## src/rtl/llsc_unit.sv

```systemverilog
module llsc_unit #(
  parameter int AW = 32,
  parameter int DW = 32,
  parameter int RW = 5
) (
  input  logic          clk,
  input  logic          rst_n,
  input  logic          ld_req,
  input  logic [AW-1:0] ld_addr,
  input  logic [RW-1:0] ld_rd,
  input  logic          st_req,
  input  logic [AW-1:0] st_addr,
  input  logic [DW-1:0] st_data,
  output logic          busy,
  output logic          done,
  output logic          mem_req,
  output logic          mem_we,
  output logic          mem_lock,
  output logic [AW-1:0] mem_addr,
  output logic [DW-1:0] mem_wdata,
  input  logic          mem_ack,
  input  logic [DW-1:0] mem_rdata,
  output logic          carry_we,
  output logic          carry_val,
  output logic          wb_we,
  output logic [RW-1:0] wb_rd,
  output logic [DW-1:0] wb_data
);

  localparam logic [AW-1:0] NO_RESV = '1;

  typedef enum logic [2:0] {S_IDLE, S_READ, S_CMP, S_WRITE, S_DONE} state_t;

  state_t        state;
  logic          op_ld;
  logic          fail;
  logic [AW-1:0] op_addr;
  logic [DW-1:0] op_data;
  logic [RW-1:0] op_rd;
  logic [DW-1:0] rd_val;
  logic [AW-1:0] res_addr;
  logic [DW-1:0] res_val;

  logic [AW-1:0] ld_al, st_al;
  assign ld_al = {ld_addr[AW-1:2], 2'b00};
  assign st_al = {st_addr[AW-1:2], 2'b00};

  always_ff @(posedge clk) begin
    if (!rst_n) begin
      state    <= S_IDLE;
      op_ld    <= 1'b0;
      fail     <= 1'b0;
      op_addr  <= '0;
      op_data  <= '0;
      op_rd    <= '0;
      rd_val   <= '0;
      res_addr <= NO_RESV;
      res_val  <= '0;
    end else begin
      case (state)
        S_IDLE: begin
          if (ld_req) begin
            op_ld   <= 1'b1;
            op_addr <= ld_al;
            op_rd   <= ld_rd;
            fail    <= 1'b0;
            state   <= S_READ;
          end else if (st_req) begin
            op_ld   <= 1'b0;
            op_addr <= st_al;
            op_data <= st_data;
            op_rd   <= '0;
            fail    <= (st_al != res_addr);
            state   <= (st_al != res_addr) ? S_DONE : S_READ;
          end
        end
        S_READ: begin
          if (mem_ack) begin
            rd_val <= mem_rdata;
            state  <= op_ld ? S_DONE : S_CMP;
          end
        end
        S_CMP: begin
          if (rd_val == res_val) begin
            state <= S_WRITE;
          end else begin
            fail  <= 1'b1;
            state <= S_DONE;
          end
        end
        S_WRITE: begin
          if (mem_ack) state <= S_DONE;
        end
        S_DONE: begin
          if (op_ld) begin
            res_addr <= op_addr;
            res_val  <= rd_val;
          end else begin
            res_addr <= NO_RESV;
          end
          state <= S_IDLE;
        end
        default: state <= S_IDLE;
      endcase
    end
  end

  assign busy      = (state != S_IDLE);
  assign done      = (state == S_DONE);
  assign mem_req   = (state == S_READ) || (state == S_WRITE);
  assign mem_we    = (state == S_WRITE);
  assign mem_lock  = (state == S_READ) || (state == S_CMP) || (state == S_WRITE);
  assign mem_addr  = op_addr;
  assign mem_wdata = op_data;
  assign carry_we  = done;
  assign carry_val = done && !op_ld && fail;
  assign wb_we     = done && op_ld && (op_rd != '0);
  assign wb_rd     = op_rd;
  assign wb_data   = rd_val;

  p_addr_aligned_r2: assert property (@(posedge clk) disable iff (!rst_n)
    mem_req |-> (mem_addr[1:0] == 2'b00));

  p_req_hold_r12: assert property (@(posedge clk) disable iff (!rst_n)
    (mem_req && !mem_ack) |=> (mem_req && $stable(mem_addr) && $stable(mem_we)));

  p_write_resv_r6: assert property (@(posedge clk) disable iff (!rst_n)
    (mem_req && mem_we) |-> (mem_addr == res_addr));

  p_load_carry_r4: assert property (@(posedge clk) disable iff (!rst_n)
    wb_we |-> (carry_we && !carry_val));

  p_no_r0_r3: assert property (@(posedge clk) disable iff (!rst_n)
    wb_we |-> (wb_rd != '0));

  p_resv_drop_r8: assert property (@(posedge clk) disable iff (!rst_n)
    (done && !wb_we && carry_we && !op_ld) |=> (res_addr == NO_RESV));

  p_busy_start_r9: assert property (@(posedge clk) disable iff (!rst_n)
    $rose(busy) |-> $past(ld_req || st_req));

endmodule

```

## config.mk

```make
export PLATFORM = sky130hd
export DESIGN_NAME = llsc_unit
export DESIGN_NICKNAME = d
export VERILOG_FILES = /design/src/rtl/llsc_unit.sv
export SDC_FILE = /design/constraint.sdc
export NUM_CORES = 1
export LEC_CHECK = 0
export BUFFER_PORTS_ARGS = -buffer_cell sky130_fd_sc_hd__buf_2
export CAP_MARGIN = 10
export CORE_MARGIN = 3
export CORE_UTILIZATION = 30
export CTS_CLUSTER_DIAMETER = 150
export CTS_CLUSTER_SIZE = 24
export DETAILED_ROUTE_END_ITERATION = 7
export PLACE_DENSITY = 0.61
export REMOVE_ABC_BUFFERS = 1
export SLEW_MARGIN = 15
export SYNTH_ARGS = -nofsm -noshare
export SYNTH_HDL_FRONTEND = slang
export SYNTH_SLANG_ARGS = --single-unit
```

## constraint.sdc

```tcl
create_clock -name clk -period 1.7 [get_ports clk]
set_input_delay 0.17 -clock clk [delete_from_list [all_inputs] [get_ports clk]]
set_output_delay 0.17 -clock clk [all_outputs]
set_load 0.05 [all_outputs]
```

== After elaboration in Yosys (flattened, before gate mapping) ==
Index checks and enable logic that the tools add are counted.

* Register bits: 170
* Input port bits: 138
* Output and inout port bits: 109

* Reduce and logical (&&, ||, !) cells: 19
* Multiplexer cells: 19
* Eq/ne operators: 10
* Bitwise logic cells: 1

{| class="wikitable"
|+ Operators by type and width
! operator !! count
|-
| $mux 32 || 3
|-
| $eq 32x32->1 || 1
|-
| $ne 32x32->1 || 1
|-
| $mux 3 || 7
|-
| $pmux 3 s4 || 1
|-
| $mux 5 || 2
|-
| $reduce_and 3->1 || 3
|-
| $eq 3x2->1 const B || 2
|-
| $reduce_and 2->1 || 3
|-
| $mux 1 || 5
|-
| $reduce_bool 5->1 || 1
|-
| $logic_and 1x1->1 || 4
|-
| $ne 2x2->1 const B || 2
|-
| $reduce_bool 2->1 || 2
|-
| $eq 3x1->1 const B || 1
|-
| $eq 3x3->1 const B || 1
|-
| $logic_not 3->1 || 1
|-
| $logic_or 1x1->1 || 3
|-
| $ne 3x3->1 const B || 1
|-
| $reduce_bool 3->1 || 1
|-
| $ne 2x1->1 const B || 1
|-
| $pmux 1 s2 || 1
|-
| $logic_not 1->1 || 1
|-
| $not 1->1 || 1
|}

== Depth between registers and ports, before layout ==
* Word-level depth: 5
* Gate-level depth with buffers: 8
* Mapped depth without buffers: 6

== Least setup slack after synthesis ==
OpenSTA, ideal clock, no wires.

* Path type: reg2out
* Start: reg state[1]
* End: out carry_val
* Cell stages (with the launch flop): 6
* Data arrival time: 2.111 ns
* Data required time: 1.530 ns
* Setup slack: -0.581 ns
* Cells stage by stage: dfxtp_1 > buf_6 > nor2_4 > nand2_1 > clkbuf_1 > nor3b_1

* Cells in the longest elaborated chain, start to end: 3

{| class="wikitable"
|+ Ends and longest elaborated chain
! item !! line !! text
|-
| from (decl) || 34 || <nowiki>state_t state;</nowiki>
|-
| from (signal assigned) || 74 || <nowiki>state <= (st_al != res_addr) ? S_DONE : S_READ;</nowiki>
|-
| from (signal assigned) || 80 || <nowiki>state <= op_ld ? S_DONE : S_CMP;</nowiki>
|-
| $eq 3x3->1 || 109 || <nowiki>assign done = (state == S_DONE);</nowiki>
|-
| $logic_and 1x1->1 (2 in a row) || 116 || <nowiki>assign carry_val = done && !op_ld && fail;</nowiki>
|-
| to (decl) || 24 || <nowiki>output logic carry_val,</nowiki>
|}

No other way between the ends.

== Worst setup path after layout ==
* Start: reg res_addr[21]
* End: reg state[0]

* Cells in the longest elaborated chain, start to end: 5

{| class="wikitable"
|+ Ends and longest elaborated chain
! item !! line !! text
|-
| from (decl) || 41 || <nowiki>logic [AW-1:0] res_addr;</nowiki>
|-
| from (signal assigned) || 96 || <nowiki>res_addr <= op_addr;</nowiki>
|-
| $ne 32x32->1 || 74 ||
|-
| $mux 3 || 74 ||
|-
| $mux 3 || 68 || <nowiki>end else if (st_req) begin</nowiki>
|-
| $mux 3 || 62 || <nowiki>if (ld_req) begin</nowiki>
|-
| $pmux 3 s4 || 60 || <nowiki>case (state)</nowiki>
|}

No other way between the ends. The select of a mux whose other input is x is not followed.
A chain may end at the register's enable or synchronous reset.

==> summary by stage <==
Floorplanning
The core region area is 23,680 µm². The floorplan step set the die height to 162.0 µm. The floorplan has 56 rows. The die area is 26,250 µm². The initial cell density of the core is 30.83%. During I/O placement, the number of pins put on the boundary was 247. Measured along the x axis, the die boundary spans 162.0 µm.

Route
The total vias in the final route is 6,654. The average wire length per cell after detail routing is 14.23 µm. The wire length on met1 is 9.967 mm. The first routing iteration left 338 violations. In this run the top signal layer used is met4. The routed length on met2 is 10.01 mm. Once detail routing completed, the nets flagged for antenna violations numbered 0. The first-pass iteration count of the detailed router is 5. The vias per cell is 4.475.

The met3 wirelength from detailed routing is 874 µm. The sum of routed wire length over all layers is 21.17 mm. The count of unresolved DRC violations after routing is 0.

Yosys
In this run the cell area of the synthesized design comes to 7302 µm². The fraction of the yosys area taken by sequential cells is 45.78%. After Yosys synthesis, XOR and XNOR cells account for 7.437% of the synthesized area. The dominant combinational cell family by area after synthesis is simple AND/OR/NAND/NOR gates. Ranked by total cell area, the synthesized netlist is headed by sky130_fd_sc_hd__dfxtp_1, sky130_fd_sc_hd__nand2_1, sky130_fd_sc_hd__xor2_1, sky130_fd_sc_hd__a21boi_1, sky130_fd_sc_hd__a21boi_0. Counting flops with a built-in enable in the synthesized netlist gives 0. The share of flip-flops with an asynchronous set or reset is 0%. The post-synthesis instance total is 841. The multiplexer area fraction after synthesis is 4.112%. Counting flops and latches in the post-synthesis netlist gives 167. Among all flip-flop cells after synthesis, the most frequent one is sky130_fd_sc_hd__dfxtp_1. The top cell type's share of synthesized area is 45.78%. The average cell area after synthesis is 8.683 µm². Of all cell types, the one taking the most synthesized area is sky130_fd_sc_hd__dfxtp_1. The share of synthesized cell area in and, or, nand and nor gates is 20.49%. The fraction of the mapped netlist area in compound gates is 18.01%. Summing the areas of all fa, ha and maj instances in the mapped netlist gives 0% of the synthesized area. The number of warning messages in the yosys log is 0.

Counting distinct cell types in the post-synthesis netlist gives 45.

Setup path
The element type at the critical path start is a register. The count of cells along the worst register-to-register path is 6. The buffer and inverter count on the worst path is 0. STA classifies the critical path endpoint as a register.

The worst path required time is 2030 ps. The startpoint-to-endpoint class of the critical path is register to register. The critical path runs through a total of 6 cells. Broken down by cell family, the worst path's largest delay share belongs to simple AND/OR/NAND/NOR gates. STA puts the critical path data arrival time at 2150 ps. The slowest stage of the critical path is the sky130_fd_sc_hd__or4_4 cell. The critical path goes through xor2_1 -> or4_4 -> nor4_4 -> a41o_1 -> nand2_1 -> a221oi_2. Of all nets on the critical path, the largest fanout is 3. For this run, the slowest stage of the critical path takes 530 ps.

Hold path
The classification of the worst-slack hold path is input port to register. The worst hold path passes through 3 cells.

GRT
Global routing used 15.62% of the available tracks. The number of global-route vias before repair came to 6,522. After global routing the overflow that remains totals 0. The global-route wire length before repair is 33.22 mm. The largest net degree at the start of global routing is 159. The number of antenna violations at the first check in global routing is 2.

Finish
The register cell area after layout is 3351 µm². The library cell used most frequently in the layout, excluding fill and tap cells, is sky130_fd_sc_hd__buf_2. The top cell types in the final layout, fill and taps aside, are sky130_fd_sc_hd__buf_2, sky130_fd_sc_hd__nand2_1, sky130_fd_sc_hd__dfxtp_1. Of the cells placed in the final design, the portion with a size suffix greater than 1 is 30.10%. The post-route standard cell area excluding fillers is 10,480 µm². The multi-input combinational cells in the finished layout cover a total of 3717 µm². The area growth from synthesis to layout is 43.57%. After the last flow step, the layout net total stands at 1,292. The filler cells instantiated in the layout total 2,418.

CTS
In this run the number of H-tree levels came out at 4. The clock tree root buffer cell is sky130_fd_sc_hd__clkbuf_16. After clock tree synthesis, the clock-pin slew on the worst setup and hold paths is 70 ps.

The CTS tree is built. The number of buffers on the longest clock path is 2. The number of clock sinks is 167. The clock reaches the later pin of the worst-skew pair after 420 ps.

Clock tree synthesis inserted a total of 17 buffers.

Power
The power per unit of standard cell area is 1005 nW/µm². Internal power comes to 0.007102 W. The switching power is 0.003436 W.

Net switching is 32.60% of the power. The fraction of power consumed by sequential logic is 41.0%. The maximum vdd drop is 648.7 µV.

The static leakage is 4.901 nW. The part of the total power dissipated in combinational logic is 24.0%. The clock group share of total power is 34.9%. The overall power is 0.01054 W.

Timing
The clock arrives with 12.46 ps of skew. Headroom to the max-slew limit came out at 47.57%. Setup repair after global routing could not meet its margin everywhere.

The number of hold violations in the final report is 0. The smallest clock period supported by the final layout is computed as 1822 ps. Static timing analysis puts the maximum clock frequency at 0.5489 GHz. The pin slew with the least headroom to its limit is 778.3 ps. Dividing the final minimum period by the clock period gives 107.2%.

Across all setup checks in the final design, the least slack found is -121.7 ps. The final number of max-transition violations was 0. Setup violations remaining at the end of the flow were counted as 4.

Placement
Before CTS, the worst setup slack after placement is -129.8 ps. The last weighted congestion value of the routability-driven placer is 0.7471. The post-detailed-placement cell area is 9188 µm². The number of I/O port buffers is 240. Detailed placement ended at an HPWL of 14.09 mm.

Status
The run finished, with violations left. The final reports fail on setup timing.

Flow run
The tool flagged a number of max-cap violations equal to 0.
==> state kept, by name (all words and copies together), names as in the netlist <==
register   cells
res_addr      31
wb_rd          5
mem_addr      30
wb_data       32
state          3
op_ld          1
res_val       32
mem_wdata     32
fail           1
==> repair_timing <==
item,in CTS,in global routing
setup endpoints to repair,9,11
hold buffers,60,0
pin swaps,6,3
cloned,0,1
resized for setup,19,10
hold endpoints to repair,60,0
setup buffers,2,1
==> worst min-delay path: stages <==
cell,delay (ps)
sky130_fd_sc_hd__buf_2,100
sky130_fd_sc_hd__nand2_1,50
sky130_fd_sc_hd__a21boi_1,60
==> metal layers <==
metal,track usage [%],vias up
met5,0,-
met1,20.50,3047
met2,26.02,154
met3,2.856,16
li1,-,3437
met4,5.118,0
==> power groups by stage <==
| stage | logic, W | registers, W | clock network [W] |
|---|---|---|---|
| 3_5_place_dp | 0.00238 | 0.00441 | 0 |
| 3_3_place_gp | 0.00237 | 0.00440 | 0 |
| 4_1_cts | 0.00253 | 0.00432 | 0.00384 |
| 5_1_grt | 0.00272 | 0.00436 | 0.00399 |
| 6_report | 0.00253 | 0.00432 | 0.00368 |
| 2_1_floorplan | 0.000771 | 0.00508 | 0 |
==> through the flow <==
stage | instances | setup TNS (ps) | utilization [%] | hold slack [ps]
4_1_cts | 1483 | -415.8 | 43.99 | 1.272
6_report | 1487 | -284.7 | 44.27 | 23.99
3_5_place_dp | 1390 | -291.6 | 38.79 | 415.1
3_3_place_gp | 1390 | -263.8 | 38.79 | 409.8
2_1_floorplan | 777 | -141990 | - | 246.2
5_1_grt | 1487 | -741.2 | 44.27 | 12.21
==> Yosys cell counts (all sizes together) (2+ instances only) <==
| library cell | count |
|---|---|
| a21boi | 96 |
| a21oi | 3 |
| a22oi | 5 |
| and2 | 2 |
| buf | 6 |
| clkbuf | 59 |
| dfxtp | 167 |
| inv | 5 |
| mux2i | 30 |
| nand2 | 228 |
| nand4 | 6 |
| nor2 | 40 |
| nor2b | 6 |
| nor3 | 4 |
| nor3b | 31 |
| nor4 | 12 |
| o211a | 30 |
| o21ai | 33 |
| xnor2 | 16 |
| xor2 | 46 |
==> kinds of logic after synthesis <==
logic type             count (synthesis)
AND/OR/NAND/NOR                      336
other                                  1
buffers and inverters                 70
multiplexers                          30
flip-flops                           167
XOR/XNOR                              62
AO/OA/AOI/OAI                        175
==> final timing paths <==
path	start	endpoint	slack, ps
setup / recovery	res_addr[21]	state[0]	-120
hold / removal	mem_rdata[12]	wb_data[12]	20
setup reg to reg	res_addr[21]	state[0]	-120
hold reg to reg	mem_wdata[11]	mem_wdata[11]	450
==> layout make-up <==
cell class	instances	share of cell area, %
well taps	319	3.807
clock inverters	13	1.158
diodes	2	0.04774
inverters	5	0.2029
flip-flops and latches	167	31.96
clock buffers	18	4.094
multi-input cells	605	35.46
repair buffers	358	23.27
Note: power is estimated with default switching activity, not from simulation.
